==> src/rtl/kri2c_pkg.sv <==
package kri2c_pkg;

  localparam int BYTE_W = 8;
  localparam int BIT_CNT_W = $clog2(BYTE_W);

  typedef enum logic [2:0] {
    ST_IDLE,
    ST_ADDR,
    ST_ADDR_ACK,
    ST_WR_DATA,
    ST_WR_ACK,
    ST_RD_BYTE,
    ST_RD_ACK,
    ST_HOLD
  } busState_t;

  // Position in the fixed read stream; order is behaviour.
  typedef enum logic [1:0] {
    SEL_ID,
    SEL_CTRL,
    SEL_KEY,
    SEL_DUR
  } byteSel_t;

  typedef struct packed {
    logic     shiftIn;
    logic     shiftOut;
    logic     loadTx;
    byteSel_t loadSel;
    logic     ctrlWrite;
    logic     snapshot;
  } dpStrobe_t;

endpackage

==> src/rtl/kri2c_bus_sync.sv <==
module kri2c_bus_sync #(
  parameter int STAGES = 2
) (
  input  logic clk,
  input  logic rstN,
  input  logic sclIn,
  input  logic sdaIn,
  output logic sdaLvl,
  output logic sclRise,
  output logic sclFall,
  output logic startDet,
  output logic stopDet
);

  logic [STAGES-1:0] sclPipe;
  logic [STAGES-1:0] sdaPipe;
  logic              sclPrev;
  logic              sdaPrev;
  logic              sclLvl;

  always_ff @(posedge clk or negedge rstN) begin
    if (!rstN) begin
      sclPipe <= '1;
      sdaPipe <= '1;
      sclPrev <= 1'b1;
      sdaPrev <= 1'b1;
    end else begin
      sclPipe <= {sclPipe[STAGES-2:0], sclIn};
      sdaPipe <= {sdaPipe[STAGES-2:0], sdaIn};
      sclPrev <= sclLvl;
      sdaPrev <= sdaLvl;
    end
  end

  assign sclLvl   = sclPipe[STAGES-1];
  assign sdaLvl   = sdaPipe[STAGES-1];
  assign sclRise  = sclLvl & ~sclPrev;
  assign sclFall  = ~sclLvl & sclPrev;
  assign startDet = sclLvl & sclPrev & sdaPrev & ~sdaLvl;
  assign stopDet  = sclLvl & sclPrev & ~sdaPrev & sdaLvl;

endmodule

==> src/rtl/kri2c_dp.sv <==
module kri2c_dp
  import kri2c_pkg::*;
#(
  parameter logic [BYTE_W-1:0] CHIP_ID = 8'h00
) (
  input  logic              clk,
  input  logic              rstN,
  input  dpStrobe_t         strb,
  input  logic              sdaLvl,
  input  logic              bufEmpty,
  input  logic [BYTE_W-1:0] bufKey,
  input  logic [BYTE_W-1:0] bufDur,
  output logic [BYTE_W-1:0] rxByte,
  output logic              txBit,
  output logic              senseEnable,
  output logic              powerDown
);

  logic [BYTE_W-1:0] shiftReg;
  logic [BYTE_W-1:0] durSnap;
  logic              ctrlEn;
  logic              ctrlPd;

  always_ff @(posedge clk or negedge rstN) begin
    if (!rstN) begin
      shiftReg <= '1;
    end else if (strb.shiftIn) begin
      shiftReg <= {shiftReg[BYTE_W-2:0], sdaLvl};
    end else if (strb.loadTx) begin
      case (strb.loadSel)
        SEL_ID:   shiftReg <= CHIP_ID;
        SEL_CTRL: shiftReg <= {ctrlEn, ctrlPd, bufEmpty, {(BYTE_W-3){1'b0}}};
        SEL_KEY:  shiftReg <= bufKey;
        default:  shiftReg <= durSnap;
      endcase
    end else if (strb.shiftOut) begin
      shiftReg <= {shiftReg[BYTE_W-2:0], 1'b1};
    end
  end

  // Duration is frozen with the key so both bytes describe one word.
  always_ff @(posedge clk or negedge rstN) begin
    if (!rstN) begin
      durSnap <= '0;
    end else if (strb.snapshot) begin
      durSnap <= bufDur;
    end
  end

  always_ff @(posedge clk or negedge rstN) begin
    if (!rstN) begin
      ctrlEn <= 1'b1;
      ctrlPd <= 1'b0;
    end else if (strb.ctrlWrite) begin
      ctrlEn <= shiftReg[BYTE_W-1];
      ctrlPd <= shiftReg[BYTE_W-2];
    end
  end

  assign rxByte      = shiftReg;
  assign txBit       = shiftReg[BYTE_W-1];
  assign senseEnable = ctrlEn;
  assign powerDown   = ctrlPd;

  // dead bits of the control byte are zero, bit 5 carries the empty flag
  p_ctrl_byte_r5: assert property (@(posedge clk) disable iff (!rstN)
    (strb.loadTx && strb.loadSel == SEL_CTRL) |=>
      (shiftReg[BYTE_W-4:0] == '0 && shiftReg[BYTE_W-3] == $past(bufEmpty)));

  // the shift register has one operation per cycle
  p_one_op_r2: assert property (@(posedge clk) disable iff (!rstN)
    $onehot0({strb.shiftIn, strb.shiftOut, strb.loadTx}));

endmodule

==> src/rtl/kri2c_ctrl.sv <==
module kri2c_ctrl
  import kri2c_pkg::*;
#(
  parameter int         PIN_W     = 2,
  parameter logic [6:0] ADDR_BASE = 7'h20
) (
  input  logic              clk,
  input  logic              rstN,
  input  logic              sclRise,
  input  logic              sclFall,
  input  logic              sdaLvl,
  input  logic              startDet,
  input  logic              stopDet,
  input  logic [BYTE_W-1:0] rxByte,
  input  logic [PIN_W-1:0]  addrPins,
  output dpStrobe_t         strb,
  output logic              ackDrive,
  output logic              txActive,
  output logic              bufPop,
  output logic              bufPeek
);

  localparam logic [BIT_CNT_W-1:0] LAST_BIT = BIT_CNT_W'(BYTE_W - 1);

  busState_t             state, nState;
  logic [BIT_CNT_W-1:0]  bitCnt, nBitCnt;
  logic                  rxFull, nRxFull;
  byteSel_t              byteIdx, nByteIdx;
  logic                  isRead, nIsRead;
  logic                  ackSeen, nAckSeen;
  logic                  nAckDrive, nTxActive, nPop, nPeek;
  logic [6:0]            myAddr;

  assign myAddr = {ADDR_BASE[6:PIN_W], addrPins};

  always_comb begin
    nState    = state;
    nBitCnt   = bitCnt;
    nRxFull   = rxFull;
    nByteIdx  = byteIdx;
    nIsRead   = isRead;
    nAckSeen  = ackSeen;
    nAckDrive = ackDrive;
    nTxActive = txActive;
    nPop      = 1'b0;
    nPeek     = 1'b0;
    strb      = '0;

    if (stopDet) begin
      nState    = ST_IDLE;
      nAckDrive = 1'b0;
      nTxActive = 1'b0;
    end else if (startDet) begin
      nState    = ST_ADDR;
      nBitCnt   = '0;
      nRxFull   = 1'b0;
      nAckDrive = 1'b0;
      nTxActive = 1'b0;
    end else begin
      case (state)
        ST_ADDR, ST_WR_DATA: begin
          if (sclRise && !rxFull) begin
            strb.shiftIn = 1'b1;
            if (bitCnt == LAST_BIT) nRxFull = 1'b1;
            else                    nBitCnt = bitCnt + 1'b1;
          end else if (sclFall && rxFull) begin
            nRxFull = 1'b0;
            nBitCnt = '0;
            if (state == ST_ADDR) begin
              if (rxByte[BYTE_W-1:1] == myAddr) begin
                nAckDrive = 1'b1;
                nIsRead   = rxByte[0];
                nState    = ST_ADDR_ACK;
              end else begin
                nState = ST_HOLD;
              end
            end else begin
              strb.ctrlWrite = 1'b1;
              nAckDrive      = 1'b1;
              nState         = ST_WR_ACK;
            end
          end
        end
        ST_ADDR_ACK: begin
          if (sclFall) begin
            nAckDrive = 1'b0;
            if (isRead) begin
              strb.loadTx  = 1'b1;
              strb.loadSel = SEL_ID;
              nByteIdx     = SEL_ID;
              nTxActive    = 1'b1;
              nState       = ST_RD_BYTE;
            end else begin
              nState = ST_WR_DATA;
            end
          end
        end
        ST_WR_ACK: begin
          if (sclFall) begin
            nAckDrive = 1'b0;
            nState    = ST_HOLD;
          end
        end
        ST_RD_BYTE: begin
          if (sclFall) begin
            if (bitCnt == LAST_BIT) begin
              nTxActive = 1'b0;
              nBitCnt   = '0;
              nState    = ST_RD_ACK;
            end else begin
              strb.shiftOut = 1'b1;
              nBitCnt       = bitCnt + 1'b1;
            end
          end
        end
        ST_RD_ACK: begin
          if (sclRise) begin
            nAckSeen = !sdaLvl;
            if (!sdaLvl && byteIdx == SEL_DUR) nPop = 1'b1;
          end else if (sclFall) begin
            if (ackSeen && byteIdx != SEL_DUR) begin
              nByteIdx     = byteSel_t'(byteIdx + 2'd1);
              strb.loadTx  = 1'b1;
              strb.loadSel = byteSel_t'(byteIdx + 2'd1);
              nTxActive    = 1'b1;
              nState       = ST_RD_BYTE;
              if (byteIdx == SEL_CTRL) begin
                strb.snapshot = 1'b1;
                nPeek         = 1'b1;
              end
            end else begin
              nState = ST_HOLD;
            end
          end
        end
        default: ;
      endcase
    end
  end

  always_ff @(posedge clk or negedge rstN) begin
    if (!rstN) begin
      state    <= ST_IDLE;
      bitCnt   <= '0;
      rxFull   <= 1'b0;
      byteIdx  <= SEL_ID;
      isRead   <= 1'b0;
      ackSeen  <= 1'b0;
      ackDrive <= 1'b0;
      txActive <= 1'b0;
      bufPop   <= 1'b0;
      bufPeek  <= 1'b0;
    end else begin
      state    <= nState;
      bitCnt   <= nBitCnt;
      rxFull   <= nRxFull;
      byteIdx  <= nByteIdx;
      isRead   <= nIsRead;
      ackSeen  <= nAckSeen;
      ackDrive <= nAckDrive;
      txActive <= nTxActive;
      bufPop   <= nPop;
      bufPeek  <= nPeek;
    end
  end

  // a pop follows only an observed acknowledge of the duration byte
  p_pop_on_ack_r6: assert property (@(posedge clk) disable iff (!rstN)
    bufPop |-> $past(state == ST_RD_ACK && byteIdx == SEL_DUR && sclRise && !sdaLvl));

  // nothing is driven while idle
  p_idle_quiet_r8: assert property (@(posedge clk) disable iff (!rstN)
    (state == ST_IDLE) |-> (!ackDrive && !txActive));

  // an acknowledge is released only on a clock fall or bus condition
  p_ack_release_r9: assert property (@(posedge clk) disable iff (!rstN)
    $fell(ackDrive) |-> $past(sclFall || startDet || stopDet));

  // the peek pulse lands as the key byte goes out
  p_peek_key_r2: assert property (@(posedge clk) disable iff (!rstN)
    bufPeek |-> (byteIdx == SEL_KEY && state == ST_RD_BYTE));

endmodule

==> src/rtl/kri2c_target.sv <==
module kri2c_target
  import kri2c_pkg::*;
#(
  parameter logic [BYTE_W-1:0] CHIP_ID     = 8'h00,
  parameter int                PIN_W       = 2,
  parameter logic [6:0]        ADDR_BASE   = 7'h20,
  parameter int                SYNC_STAGES = 2
) (
  input  logic              clk,
  input  logic              rstN,
  input  logic              sclIn,
  input  logic              sdaIn,
  output logic              sdaDriveLow,
  input  logic [PIN_W-1:0]  addrPins,
  input  logic              bufEmpty,
  input  logic [BYTE_W-1:0] bufKey,
  input  logic [BYTE_W-1:0] bufDur,
  output logic              bufPop,
  output logic              bufPeek,
  output logic              senseEnable,
  output logic              powerDown
);

  logic              sdaLvl, sclRise, sclFall, startDet, stopDet;
  logic              ackDrive, txActive, txBit;
  logic [BYTE_W-1:0] rxByte;
  dpStrobe_t         strb;

  kri2c_bus_sync #(.STAGES(SYNC_STAGES)) sync_i (
    .clk(clk), .rstN(rstN), .sclIn(sclIn), .sdaIn(sdaIn),
    .sdaLvl(sdaLvl), .sclRise(sclRise), .sclFall(sclFall),
    .startDet(startDet), .stopDet(stopDet)
  );

  kri2c_ctrl #(.PIN_W(PIN_W), .ADDR_BASE(ADDR_BASE)) ctrl_i (
    .clk(clk), .rstN(rstN), .sclRise(sclRise), .sclFall(sclFall),
    .sdaLvl(sdaLvl), .startDet(startDet), .stopDet(stopDet),
    .rxByte(rxByte), .addrPins(addrPins), .strb(strb),
    .ackDrive(ackDrive), .txActive(txActive),
    .bufPop(bufPop), .bufPeek(bufPeek)
  );

  kri2c_dp #(.CHIP_ID(CHIP_ID)) dp_i (
    .clk(clk), .rstN(rstN), .strb(strb), .sdaLvl(sdaLvl),
    .bufEmpty(bufEmpty), .bufKey(bufKey), .bufDur(bufDur),
    .rxByte(rxByte), .txBit(txBit),
    .senseEnable(senseEnable), .powerDown(powerDown)
  );

  assign sdaDriveLow = ackDrive | (txActive & ~txBit);

endmodule

==> config.mk <==
export PLATFORM = sky130hd
export DESIGN_NAME = kri2c_target
export DESIGN_NICKNAME = d
export VERILOG_FILES = /design/src/rtl/kri2c_pkg.sv /design/src/rtl/kri2c_bus_sync.sv /design/src/rtl/kri2c_dp.sv /design/src/rtl/kri2c_ctrl.sv /design/src/rtl/kri2c_target.sv
export SDC_FILE = /design/constraint.sdc
export NUM_CORES = 1
export LEC_CHECK = 0
export BUFFER_PORTS_ARGS = -buffer_cell sky130_fd_sc_hd__buf_2
export CORE_MARGIN = 3
export CORE_UTILIZATION = 33
export CTS_CLUSTER_SIZE = 25
export DETAILED_ROUTE_END_ITERATION = 16
export PLACE_DENSITY = 0.54
export SLEW_MARGIN = 15
export SYNTH_ARGS = -nofsm -noshare
export SYNTH_HDL_FRONTEND = slang
export SYNTH_SLANG_ARGS = --single-unit
==> constraint.sdc <==
create_clock -name clk -period 2.1 [get_ports clk]
set_input_delay 0.42 -clock clk [delete_from_list [all_inputs] [get_ports clk]]
set_output_delay 0.42 -clock clk [all_outputs]
set_load 0.005 [all_outputs]
### Word-level counts from Yosys, hierarchy flattened

Index checks and enable logic that the tools add are counted.
W data, S select, Z words.

| word-level totals | value |
|---|---|
| flip-flop bits (word level) | 39 |
| input bits | 23 |
| output and inout bits | 5 |
| word-level logic and storage cells | 180 |

| operators by class | value |
|---|---|
| $add $sub $neg | 2 |
| equal/unequal tests | 34 |
| mux-type cells | 84 |
| bitwise gates (word level) | 17 |
| reductions and logical operators | 25 |

Operators with widths:

| cell | number |
|---|---|
| $mux W3 | 24 |
| $mux W1 | 42 |
| $ne A4 B1 Y1 const B | 10 |
| $mux W8 | 3 |
| $pmux W8 S3 | 1 |
| $reduce_and A8 Y1 | 2 |
| $pmux W3 S5 | 1 |
| $mux W7 | 2 |
| $eq A3 B3 Y1 const B | 4 |
| $mux W2 | 6 |
| $pmux W3 S2 | 2 |
| $reduce_and A5 Y1 | 2 |
| $reduce_and A9 Y1 | 1 |
| $reduce_bool A3 Y1 | 3 |
| $and A1 B1 Y1 | 8 |
| $ne A2 B1 Y1 const B | 4 |
| $not A1 Y1 | 8 |
| $reduce_and A4 Y1 | 2 |
| $eq A7 B6 Y1 | 1 |
| $reduce_and A7 Y1 | 1 |
| $reduce_bool A7 Y1 | 1 |
| $eq A3 B2 Y1 const B | 2 |
| $ne A5 B3 Y1 const B | 1 |
| $reduce_bool A5 Y1 | 1 |
| other kinds (21) | 30 |

### Longest topological paths before layout

Gate-level depths: netlist of the first run.

| depth | value |
|---|---|
| depth after elaboration | 12 |
| depth in mapped cells | 7 |
| mapped depth without buffers | 7 |

### Cells and area by module

From an unflattened synthesis of the first run, not the netlist that was laid out.

| second synthesis, totals | value |
|---|---|
| cells, all modules | 204 |
| area total of the unflattened synthesis | 2,249.7 sq um |

Modules (own cells, without submodules):

| module | times used | cells an instance | area an instance (sq um) | sequential area each (sq um) |
|---|---|---|---|---|
| kri2c_ctrl | 1 | 115 | 1,128.6 | 375.4 |
| kri2c_dp | 1 | 77 | 919.6 | 461.7 |
| kri2c_bus_sync | 1 | 10 | 190.2 | 157.7 |
| kri2c_target | 1 | 2 | 11.3 | 0.0 |

### Worst setup path after synthesis of the first run

Ideal clock, no wire load.

| timing path | value |
|---|---|
| path type | reg-to-reg |
| from | register ctrl_i.byteIdx[0] |
| to | register dp_i.shiftReg[1] (netlist: dp_i.rxByte[1]) |
| library setup time | 83 ps |
| data arrival time | 1,671 ps |
| data required time | 2,017 ps |
| setup slack | 346 ps |
| stages on the path, launching flop included | 8 |
| buffers on the path | 1 |
| period minus slack after synthesis | 1,754 ps |
| cells stage by stage | dfrtp_1 > ha_1 > nand3b_2 > o21ai_1 > and3_1 > buf_2 > nor2_1 > a221o_1 |

| between the ends | value |
|---|---|
| longest elaborated chain between the ends | 12 |
| elaborated cells between the ends (all ways) | 16 |
| classes of those cells | add/sub: 1; eq/ne: 3; mux: 9; reduce/logical: 3 |

Ends and longest elaborated chain:

| what | RTL line | text |
|---|---|---|
| start: declaration | kri2c_ctrl.sv:28 | `byteSel_t byteIdx, nByteIdx;` |
| start signal: assignment | kri2c_ctrl.sv:157 | `byteIdx <= nByteIdx;` |
| parallel branches: the longest is 2 deep, another holds $add A2 B1 Y2 | -- |  |
| $mux W3 (*) | kri2c_ctrl.sv:121 | `if (ackSeen && byteIdx != SEL_DUR) begin` |
| $mux W3 (*) | kri2c_ctrl.sv:120 | `end else if (sclFall) begin` |
| $mux W3 (*) | kri2c_ctrl.sv:117 | `if (sclRise) begin` |
| $pmux W3 S2 (*) | kri2c_ctrl.sv:60 | `case (state)` |
| $mux W7 (*) | kri2c_ctrl.sv:53 | `end else if (startDet) begin` |
| $mux W7 (*) | kri2c_ctrl.sv:49 | `if (stopDet) begin` |
| $eq A2 B2 Y1 (tied with other cells) | kri2c_dp.sv:30 | `case (strb.loadSel)` |
| $pmux W8 S3 | kri2c_dp.sv:30 |  |
| $mux W8 | kri2c_dp.sv:29 | `end else if (strb.loadTx) begin` |
| $mux W8 | kri2c_dp.sv:27 | `end else if (strb.shiftIn) begin` |
| end signal: assignment | kri2c_dp.sv:28 | `shiftReg <= {shiftReg[BYTE_W-2:0], sdaLvl};` |
| end signal: assignment | kri2c_dp.sv:32 | `SEL_CTRL: shiftReg <= {ctrlEn, ctrlPd, bufEmpty, {(BYTE_W-3){1'b0}}};` |
| end signal: assignment | kri2c_dp.sv:33 | `SEL_KEY: shiftReg <= bufKey;` |
| end: declaration | kri2c_dp.sv:19 | `logic [BYTE_W-1:0] shiftReg;` |

Mark *: on every way between the ends.
A chain may end at the register's enable or synchronous reset.

### Final worst setup path of the first run

| timing path | value |
|---|---|
| from | register ctrl_i.bitCnt[0] |
| to | register ctrl_i.state[1] |

| between the ends | value |
|---|---|
| longest elaborated chain between the ends | 3 |

Ends and longest elaborated chain:

| what | RTL line | text |
|---|---|---|
| start: declaration | kri2c_ctrl.sv:26 | `logic [BIT_CNT_W-1:0] bitCnt, nBitCnt;` |
| start signal: assignment | kri2c_ctrl.sv:155 | `bitCnt <= nBitCnt;` |
| $eq A3 B3 Y1 | kri2c_ctrl.sv:106 | `if (bitCnt == LAST_BIT) begin` |
| $ne A4 B1 Y1 (no line) | -- |  |
| $reduce_and A9 Y1 (no line) | -- |  |
| end signal: assignment | kri2c_ctrl.sv:154 | `state <= nState;` |
| end: declaration | kri2c_ctrl.sv:25 | `busState_t state, nState;` |

Every way passes these cells.

==> run_summary.xml, run 1 <==
<?xml version="1.0" encoding="UTF-8"?>
<metrics>
  <group name="logic_synthesis">
    <metric name="syn-cell-area" unit="um2">2193</metric>
    <metric name="ys.flop_type" unit="">sky130_fd_sc_hd__dfrtp_1</metric>
    <metric name="synth-async-reset-ratio" unit="%">100.0</metric>
    <metric name="largest_family_of_logic_cells_by_synthesized_area" unit="">compound AO/OA/AOI/OAI gates</metric>
    <metric name="ys_seq_area_share" unit="%">45.35</metric>
    <metric name="syn_avg_cell_area" unit="um2">10.65</metric>
    <metric name="synthesized_area_fraction_occupied_by_adder_cells" unit="%">2.282</metric>
    <metric name="syn-num-nets" unit="">233</metric>
    <metric name="synth_edf_count" unit="">0</metric>
    <metric name="synth_xor_area_share" unit="%">1.597</metric>
    <metric name="flip_flop_and_latch_count_after_synthesis" unit="">39</metric>
    <metric name="synth_simple_gate_area_share" unit="%">16.83</metric>
    <metric name="synth_cells" unit="">206</metric>
    <metric name="post_synth_num_cell_types" unit="">55</metric>
    <metric name="ys.warnings.count" unit="">0</metric>
    <metric name="synth.mux.area_fraction" unit="%">10.67</metric>
    <metric name="synth_compound_area_share" unit="%">17.68</metric>
  </group>
  <group name="setup_path">
    <metric name="reg2reg_depth" unit="">7</metric>
    <metric name="path_cells" unit="">ha_1 &gt; ha_1 &gt; nor2b_1 &gt; o21ai_1 &gt; a31oi_2 &gt; o21ai_1 &gt; a221oi_1</metric>
    <metric name="timing.critical_path.from_type" unit="">flop</metric>
    <metric name="worstReg2RegStart" unit="">ctrl_i.bitCnt[0]</metric>
    <metric name="cp_data_required_time" unit="ps">2290</metric>
    <metric name="timing.critical_path.to_type" unit="">flop</metric>
    <metric name="reg2reg_setup_slack" unit="ps">240</metric>
    <metric name="crit_path_max_incr_delay" unit="ps">360</metric>
    <metric name="worst-path-max-fanout" unit="">6</metric>
    <metric name="critPathArrivalTime" unit="ps">2050</metric>
    <metric name="cp_slowest_cell" unit="">sky130_fd_sc_hd__dfrtp_1</metric>
    <metric name="critical_path.reg2reg.endpoint" unit="">ctrl_i.state[1]</metric>
    <metric name="critical_path_class" unit="">flop to flop</metric>
  </group>
  <group name="flow_run">
    <metric name="maxCapViolations" unit="">0</metric>
  </group>
  <group name="clock_network">
    <metric name="cts_root_buffer" unit="">sky130_fd_sc_hd__clkbuf_8</metric>
    <metric name="post_cts.repair.setup_buffers" unit="">0</metric>
    <metric name="cts-resized-gates" unit="">0</metric>
    <metric name="tritoncts" unit="">built</metric>
    <metric name="cts-root-to-sink-buffers" unit="">2</metric>
    <metric name="holdBufCountCts" unit="">0</metric>
    <metric name="clk-insertion-delay-late" unit="ps">290</metric>
    <metric name="clkSinkCount" unit="">39</metric>
    <metric name="worst_setup_hold_path_clk_slew" unit="ps">80</metric>
    <metric name="num_cts_buffers" unit="">5</metric>
    <metric name="h_tree_level_count" unit="">2</metric>
  </group>
  <group name="floorplan">
    <metric name="dieHeight" unit="um">87.53</metric>
    <metric name="io_pins" unit="">28</metric>
    <metric name="die_x" unit="um">87.53</metric>
    <metric name="rows" unit="">29</metric>
    <metric name="die_area" unit="um2">7661</metric>
    <metric name="starting_density" unit="%">34.35</metric>
    <metric name="core_region_area" unit="um2">6386</metric>
  </group>
  <group name="sta">
    <metric name="skew" unit="ps">10.77</metric>
    <metric name="finalCritPeriodShare" unit="%">88.72</metric>
    <metric name="post-route-min-period" unit="ps">1863</metric>
    <metric name="total_setup_violations_reported_at_the_end_of_the_flow" unit="">0</metric>
    <metric name="worst_relative_slew_slack" unit="%">68.91</metric>
    <metric name="tightest_slew" unit="ps">466.3</metric>
    <metric name="drv_slew" unit="">0</metric>
    <metric name="final_worst_path_setup_slack" unit="ps">236.8</metric>
    <metric name="timing_hold_violations_final" unit="">0</metric>
    <metric name="hold_ws" unit="ps">68.00</metric>
    <metric name="fmaxAchievable" unit="GHz">0.5367</metric>
    <metric name="final.setup.tns" unit="ps">0</metric>
    <metric name="setup_repair_after_global_routing_missed_its_margin" unit="">no</metric>
  </group>
  <group name="pwr">
    <metric name="static-leakage-power" unit="nW">1.142</metric>
    <metric name="max-vdd-ir-drop" unit="mV">0.4127</metric>
    <metric name="power.density" unit="nW/um2">1136</metric>
  </group>
  <group name="placed_design">
    <metric name="hpwl" unit="um">3728</metric>
    <metric name="place.detailed.instances" unit="">315</metric>
    <metric name="post-place-ws" unit="ps">260.0</metric>
    <metric name="gp_routability_congestion" unit="">0.8096</metric>
    <metric name="place.port_buffers" unit="">27</metric>
    <metric name="placement.cell_area" unit="um2">2471</metric>
  </group>
  <group name="route">
    <metric name="dr.pass1.iters" unit="">4</metric>
    <metric name="detail-route-antenna-nets" unit="">0</metric>
    <metric name="drt_drc_violations_left" unit="">0</metric>
    <metric name="finalWirelength" unit="um">4926</metric>
    <metric name="dr.first_iter.drc_count" unit="">99</metric>
    <metric name="vias_per_cell" unit="">5.238</metric>
    <metric name="drt-wirelength-per-cell" unit="um">15.25</metric>
    <metric name="via_count" unit="">1692</metric>
  </group>
  <group name="status">
    <metric name="status" unit="">complete, no violations</metric>
  </group>
  <group name="global_route">
    <metric name="grt-ovfl-total" unit="">0</metric>
    <metric name="grt_pass1_vias" unit="">1666</metric>
    <metric name="antenna_found_initial" unit="">0</metric>
    <metric name="gr-usage-all-layers" unit="%">13.90</metric>
    <metric name="global_route_wire_length_before_repair" unit="um">8231</metric>
    <metric name="grt_max_degree" unit="">22</metric>
  </group>
  <group name="finish">
    <metric name="diodes" unit="">0</metric>
    <metric name="layout.nets" unit="">272</metric>
    <metric name="final_non_filler_cell_area" unit="um2">2581</metric>
    <metric name="final_layout_size_suffix_gt1_share" unit="%">33.74</metric>
    <metric name="stdcell_count" unit="">323</metric>
    <metric name="area_overhead_of_the_layout_relative_to_synthesis" unit="%">17.68</metric>
  </group>
  <group name="worst_hold_path">
    <metric name="hold_class" unit="">input port to asynchronous set/reset pin</metric>
  </group>
</metrics>
[flip-flops by register name (all words and copies together) (netlist names), 2 cells and up]
register	cells
ctrl_i.bitCnt	3
ctrl_i.byteIdx	2
ctrl_i.state	3
dp_i.durSnap	8
dp_i.rxByte	8
sync_i.sclPipe	2
sync_i.sdaPipe	2
[kinds of logic (layout without fill, tap and decap cells)]
logic type      count (synthesis)  in the layout
mux                            21             21
buf+inv                        22             62
xor+xnor                        4              4
compound gates                 51             51
simple gates                   65             65
flops                          39             39
fa+ha+maj                       4              4
[layer usage]
metal  global-route usage, %  part of all wire, %  wire, um  vias up
met2                   20.21                   45      2231       40
met4                   4.463                  1.1        56        0
met1                   20.20                   49      2426      813
met5                       0                    0         0        -
li1                        -                    -         -      832
met3                   3.500                  4.3       211        7
[worst max-delay path, delay by kind of cell (launching register included)]
| family | cells | cell delay [ps] |
|---|---|---|
| AOI/OAI and AO/OA | 4 | 770 |
| adders and majority gates | 2 | 450 |
| DFF | 1 | 360 |
| and+or+nand+nor | 1 | 170 |
[cell usage after synthesis (all sizes together) (3+ instances only)]
cell type / number / area share (%)
a32o: 3 / 1.4
dfrtp: 24 / 27
o21ai: 14 / 3.2
buf: 8 / 3.1
nor2b: 6 / 1.7
nand2b: 3 / 1.4
o22ai: 3 / 0.86
inv: 13 / 2.3
nand3: 4 / 0.91
xnor2: 3 / 1.2
dfstp: 15 / 18
mux2i: 8 / 3.7
nand4: 4 / 1.1
a21oi: 8 / 1.8
ha: 4 / 2.3
nor2: 13 / 2.3
a221o: 4 / 1.8
nand2: 18 / 3.2
and3: 4 / 1.1
mux2: 13 / 7.0
a221oi: 4 / 1.6
nor3: 4 / 1.4
[final cells by class]
class	instances	area (um2)
fill	644	3805
multi-input combinational	145	1076
sequential	39	994.7
timing repair buffer	41	252.7
tap	77	96.34
clock buffer	6	72.57
inverter	13	51.30
clock inverter	2	37.54
[where the power goes]
part | total (mW) | leakage, nW | internal, mW | switching (mW)
Clock | 0.628 | 0.0514 | 0.355 | 0.273
Combinational | 1.11 | 0.631 | 0.522 | 0.586
Sequential | 1.20 | 0.460 | 0.980 | 0.216
Total | 2.93 | 1.14 | 1.86 | 1.08
[cell usage in the layout (no fill, tap or decap), types with 4 or more instances in the layout]
master                     count
sky130_fd_sc_hd__nor2_1       12
sky130_fd_sc_hd__a221oi_1      4
sky130_fd_sc_hd__nand2_1      17
sky130_fd_sc_hd__buf_4        13
sky130_fd_sc_hd__mux2i_1       8
sky130_fd_sc_hd__inv_1        12
sky130_fd_sc_hd__nand4_1       4
sky130_fd_sc_hd__nor2b_1       6
sky130_fd_sc_hd__buf_2        27
sky130_fd_sc_hd__clkbuf_8      5
sky130_fd_sc_hd__dfstp_2      15
sky130_fd_sc_hd__and3_1        4
sky130_fd_sc_hd__o21ai_1       4
sky130_fd_sc_hd__mux2_1        9
sky130_fd_sc_hd__nand3_1       4
sky130_fd_sc_hd__a21oi_1       8
sky130_fd_sc_hd__o21ai_0      10
sky130_fd_sc_hd__a221o_1       4
sky130_fd_sc_hd__dfrtp_1      24
sky130_fd_sc_hd__ha_1          4
[worst max-delay path by stage]
stage | start | to | slack (ps) | depth (start not counted)
final | ctrl_i.bitCnt[0] | ctrl_i.state[1] | 240 | 7
after global routing | dp_i.rxByte[6] | ctrl_i.isRead | 90 | 5
after CTS | ctrl_i.bitCnt[0] | dp_i.rxByte[5] | 240 | 6
after detailed placement | ctrl_i.bitCnt[0] | dp_i.rxByte[5] | 260 | 6
after global placement | ctrl_i.bitCnt[0] | dp_i.rxByte[5] | 290 | 6
after floorplan | ctrl_i.byteIdx[0] | dp_i.rxByte[1] | 350 | 7
[metrics by stage]
stage | utilization (%) | power, mW
after floorplan | - | 2.005
after global placement | 38.70 | 2.307
after detailed placement | 38.70 | 2.312
after CTS | 40.42 | 2.957
after global routing | 40.42 | 3.137
final | 40.42 | 2.933
Note: power is estimated with default switching activity, not from simulation.
==> run 2, diff against run 1 <==
--- a/config.mk
+++ b/config.mk
@@ -11,6 +11,7 @@
 export CTS_CLUSTER_SIZE = 25
 export DETAILED_ROUTE_END_ITERATION = 16
 export PLACE_DENSITY = 0.54
+export RECOVER_POWER = 25
 export SLEW_MARGIN = 15
 export SYNTH_ARGS = -nofsm -noshare
 export SYNTH_HDL_FRONTEND = slang
==> constraint.sdc (replaced) <==
create_clock -name clk -period 2 [get_ports clk]
set_input_delay 0.4 -clock clk [delete_from_list [all_inputs] [get_ports clk]]
set_output_delay 0.4 -clock clk [all_outputs]
set_load 0.005 [all_outputs]
==> run_summary.xml, run 2 (same netlist as run 1, synthesis figures left out) <==
<?xml version="1.0" encoding="UTF-8"?>
<metrics>
  <group name="status">
    <metric name="status" unit="">complete, no violations</metric>
  </group>
  <group name="floorplan">
    <metric name="die_area" unit="um2">7661</metric>
    <metric name="dieHeight" unit="um">87.53</metric>
    <metric name="core_region_area" unit="um2">6386</metric>
    <metric name="die_x" unit="um">87.53</metric>
    <metric name="io_pins" unit="">28</metric>
    <metric name="starting_density" unit="%">34.35</metric>
    <metric name="rows" unit="">29</metric>
  </group>
  <group name="setup_path">
    <metric name="critical_path_class" unit="">flop to flop</metric>
    <metric name="path_common_cell" unit="">sky130_fd_sc_hd__ha_1</metric>
    <metric name="crit_path_max_incr_delay" unit="ps">390</metric>
    <metric name="cp_slowest_cell" unit="">sky130_fd_sc_hd__dfrtp_1</metric>
    <metric name="cp_data_required_time" unit="ps">2200</metric>
    <metric name="crit_family" unit="">simple AND/OR/NAND/NOR gates</metric>
    <metric name="timing.critical_path.from_type" unit="">flop</metric>
    <metric name="timing.critical_path.depth" unit="">7</metric>
    <metric name="timing.critical_path.buf_inv" unit="">0</metric>
    <metric name="critPathArrivalTime" unit="ps">2110</metric>
    <metric name="timing.critical_path.to_type" unit="">flop</metric>
    <metric name="reg2reg_depth" unit="">7</metric>
    <metric name="worst-path-max-fanout" unit="">6</metric>
    <metric name="path_cells" unit="">ha_1 &gt; ha_1 &gt; nor2b_1 &gt; o21ai_1 &gt; a31oi_2 &gt; or3_1 &gt; o31ai_1</metric>
  </group>
  <group name="sta">
    <metric name="worst_relative_slew_slack" unit="%">21.28</metric>
    <metric name="fmaxAchievable" unit="GHz">0.5235</metric>
    <metric name="tightest_slew" unit="ps">1181</metric>
    <metric name="skew" unit="ps">9.282</metric>
    <metric name="final_worst_path_setup_slack" unit="ps">89.71</metric>
    <metric name="hold_ws" unit="ps">205.9</metric>
    <metric name="total_setup_violations_reported_at_the_end_of_the_flow" unit="">0</metric>
    <metric name="final.setup.tns" unit="ps">0</metric>
    <metric name="timing_hold_violations_final" unit="">0</metric>
    <metric name="finalCritPeriodShare" unit="%">95.51</metric>
    <metric name="drv_slew" unit="">0</metric>
    <metric name="post-route-min-period" unit="ps">1910</metric>
    <metric name="setup_repair_after_global_routing_missed_its_margin" unit="">yes</metric>
  </group>
  <group name="global_route">
    <metric name="grt-ovfl-total" unit="">0</metric>
    <metric name="gr-usage-all-layers" unit="%">14.58</metric>
    <metric name="global_route_wire_length_before_repair" unit="um">8618</metric>
    <metric name="grt_max_degree" unit="">21</metric>
    <metric name="antenna_found_initial" unit="">0</metric>
    <metric name="grt_pass1_vias" unit="">1738</metric>
  </group>
  <group name="clock_network">
    <metric name="h_tree_level_count" unit="">2</metric>
    <metric name="num_cts_buffers" unit="">5</metric>
    <metric name="holdBufCountCts" unit="">0</metric>
    <metric name="clkSinkCount" unit="">39</metric>
    <metric name="cts_root_buffer" unit="">sky130_fd_sc_hd__clkbuf_8</metric>
    <metric name="clk-insertion-delay-late" unit="ps">290</metric>
    <metric name="worst_setup_hold_path_clk_slew" unit="ps">80</metric>
    <metric name="cts-root-to-sink-buffers" unit="">2</metric>
    <metric name="tritoncts" unit="">built</metric>
  </group>
  <group name="pwr">
    <metric name="max-vdd-ir-drop" unit="mV">0.4604</metric>
    <metric name="finalPower" unit="mW">2.955</metric>
    <metric name="power.density" unit="nW/um2">1153</metric>
    <metric name="static-leakage-power" unit="nW">1.132</metric>
  </group>
  <group name="worst_hold_path">
    <metric name="hold_class" unit="">input port to flop</metric>
    <metric name="count_of_cells_along_the_worst_hold_path" unit="">1</metric>
  </group>
  <group name="finish">
    <metric name="diodes" unit="">0</metric>
    <metric name="multiInputGateArea" unit="um2">1087</metric>
    <metric name="commonest_non_fill_non_tap_cell_in_the_layout" unit="">sky130_fd_sc_hd__buf_2</metric>
    <metric name="layout_common_cells" unit="">sky130_fd_sc_hd__buf_2, sky130_fd_sc_hd__dfrtp_1, sky130_fd_sc_hd__nand2_1</metric>
    <metric name="fill_cells" unit="">638</metric>
    <metric name="layout.nets" unit="">272</metric>
    <metric name="stdcell_count" unit="">323</metric>
    <metric name="layout.core_utilization" unit="%">40.13</metric>
    <metric name="final_layout_size_suffix_gt1_share" unit="%">33.74</metric>
    <metric name="final-seq-area" unit="um2">994.7</metric>
    <metric name="final_non_filler_cell_area" unit="um2">2562</metric>
    <metric name="area_overhead_of_the_layout_relative_to_synthesis" unit="%">16.83</metric>
  </group>
  <group name="route">
    <metric name="dr.first_iter.drc_count" unit="">119</metric>
    <metric name="drt_drc_violations_left" unit="">0</metric>
    <metric name="finalWirelength" unit="um">4913</metric>
    <metric name="drt-wirelength-per-cell" unit="um">15.21</metric>
    <metric name="dr.pass1.iters" unit="">4</metric>
    <metric name="detail-route-antenna-nets" unit="">0</metric>
    <metric name="via_count" unit="">1727</metric>
    <metric name="vias_per_cell" unit="">5.347</metric>
  </group>
  <group name="placed_design">
    <metric name="placement.cell_area" unit="um2">2471</metric>
    <metric name="post-place-ws" unit="ps">98.55</metric>
    <metric name="place.port_buffers" unit="">27</metric>
    <metric name="hpwl" unit="um">3717</metric>
    <metric name="gp_routability_congestion" unit="">0.8314</metric>
    <metric name="place.detailed.instances" unit="">315</metric>
  </group>
  <group name="flow_run">
    <metric name="maxCapViolations" unit="">0</metric>
  </group>
</metrics>
run 2: worst reg2reg max path, stage by stage, from the launching register on:
cell and delay [ps]:
sky130_fd_sc_hd__dfrtp_1 390, sky130_fd_sc_hd__ha_1 200, sky130_fd_sc_hd__ha_1 280, sky130_fd_sc_hd__nor2b_1 170, sky130_fd_sc_hd__o21ai_1 200, sky130_fd_sc_hd__a31oi_2 180, sky130_fd_sc_hd__or3_1 340, sky130_fd_sc_hd__o31ai_1 70
run 2: path summary, 6_finish.rpt:
check | to | startpoint | slack, ps
setup / recovery | ctrl_i.state[0] | ctrl_i.bitCnt[0] | 90
hold / removal | sync_i.sclPipe[0] | sclIn | 210
setup reg to reg | ctrl_i.state[0] | ctrl_i.bitCnt[0] | 90
hold reg to reg | sync_i.sdaPipe[1] | sync_i.sdaPipe[0] | 360
max in group asynchronous | dp_i.rxByte[1] | rstN | 900
min in group asynchronous | ctrl_i.bitCnt[2] | rstN | 320
run 2: layout make-up:
| cell class | instances | area share [%] |
|---|---|---|
| clock buffer | 7 | 2.979 |
| multi-input combinational | 145 | 42.43 |
| timing repair buffer | 41 | 9.814 |
| tap | 77 | 3.760 |
| clock inverter | 1 | 0.1953 |
| sequential | 39 | 38.82 |
| inverter | 13 | 2.002 |
run 2: where the power goes:
part	total, mW	internal (mW)	switching, mW	leakage [nW]
logic	1.17	0.560	0.615	0.630
registers	1.26	1.03	0.233	0.460
clock network	0.517	0.245	0.272	0.0422
run 2: layer usage:
layer	up-vias	part of all wire (%)	wire [um]	GRT usage, %
met5	-	0	0	0
met4	0	1.4	68	6.276
met3	6	5.3	258	3.027
met2	49	46	2258	22.47
li1	832	-	-	-
met1	840	47	2329	19.80
run 2: timing repair:
action                     in CTS  in global routing
resized for setup               0                  2
setup endpoints to repair       0                  4
setup buffers                   0                  0
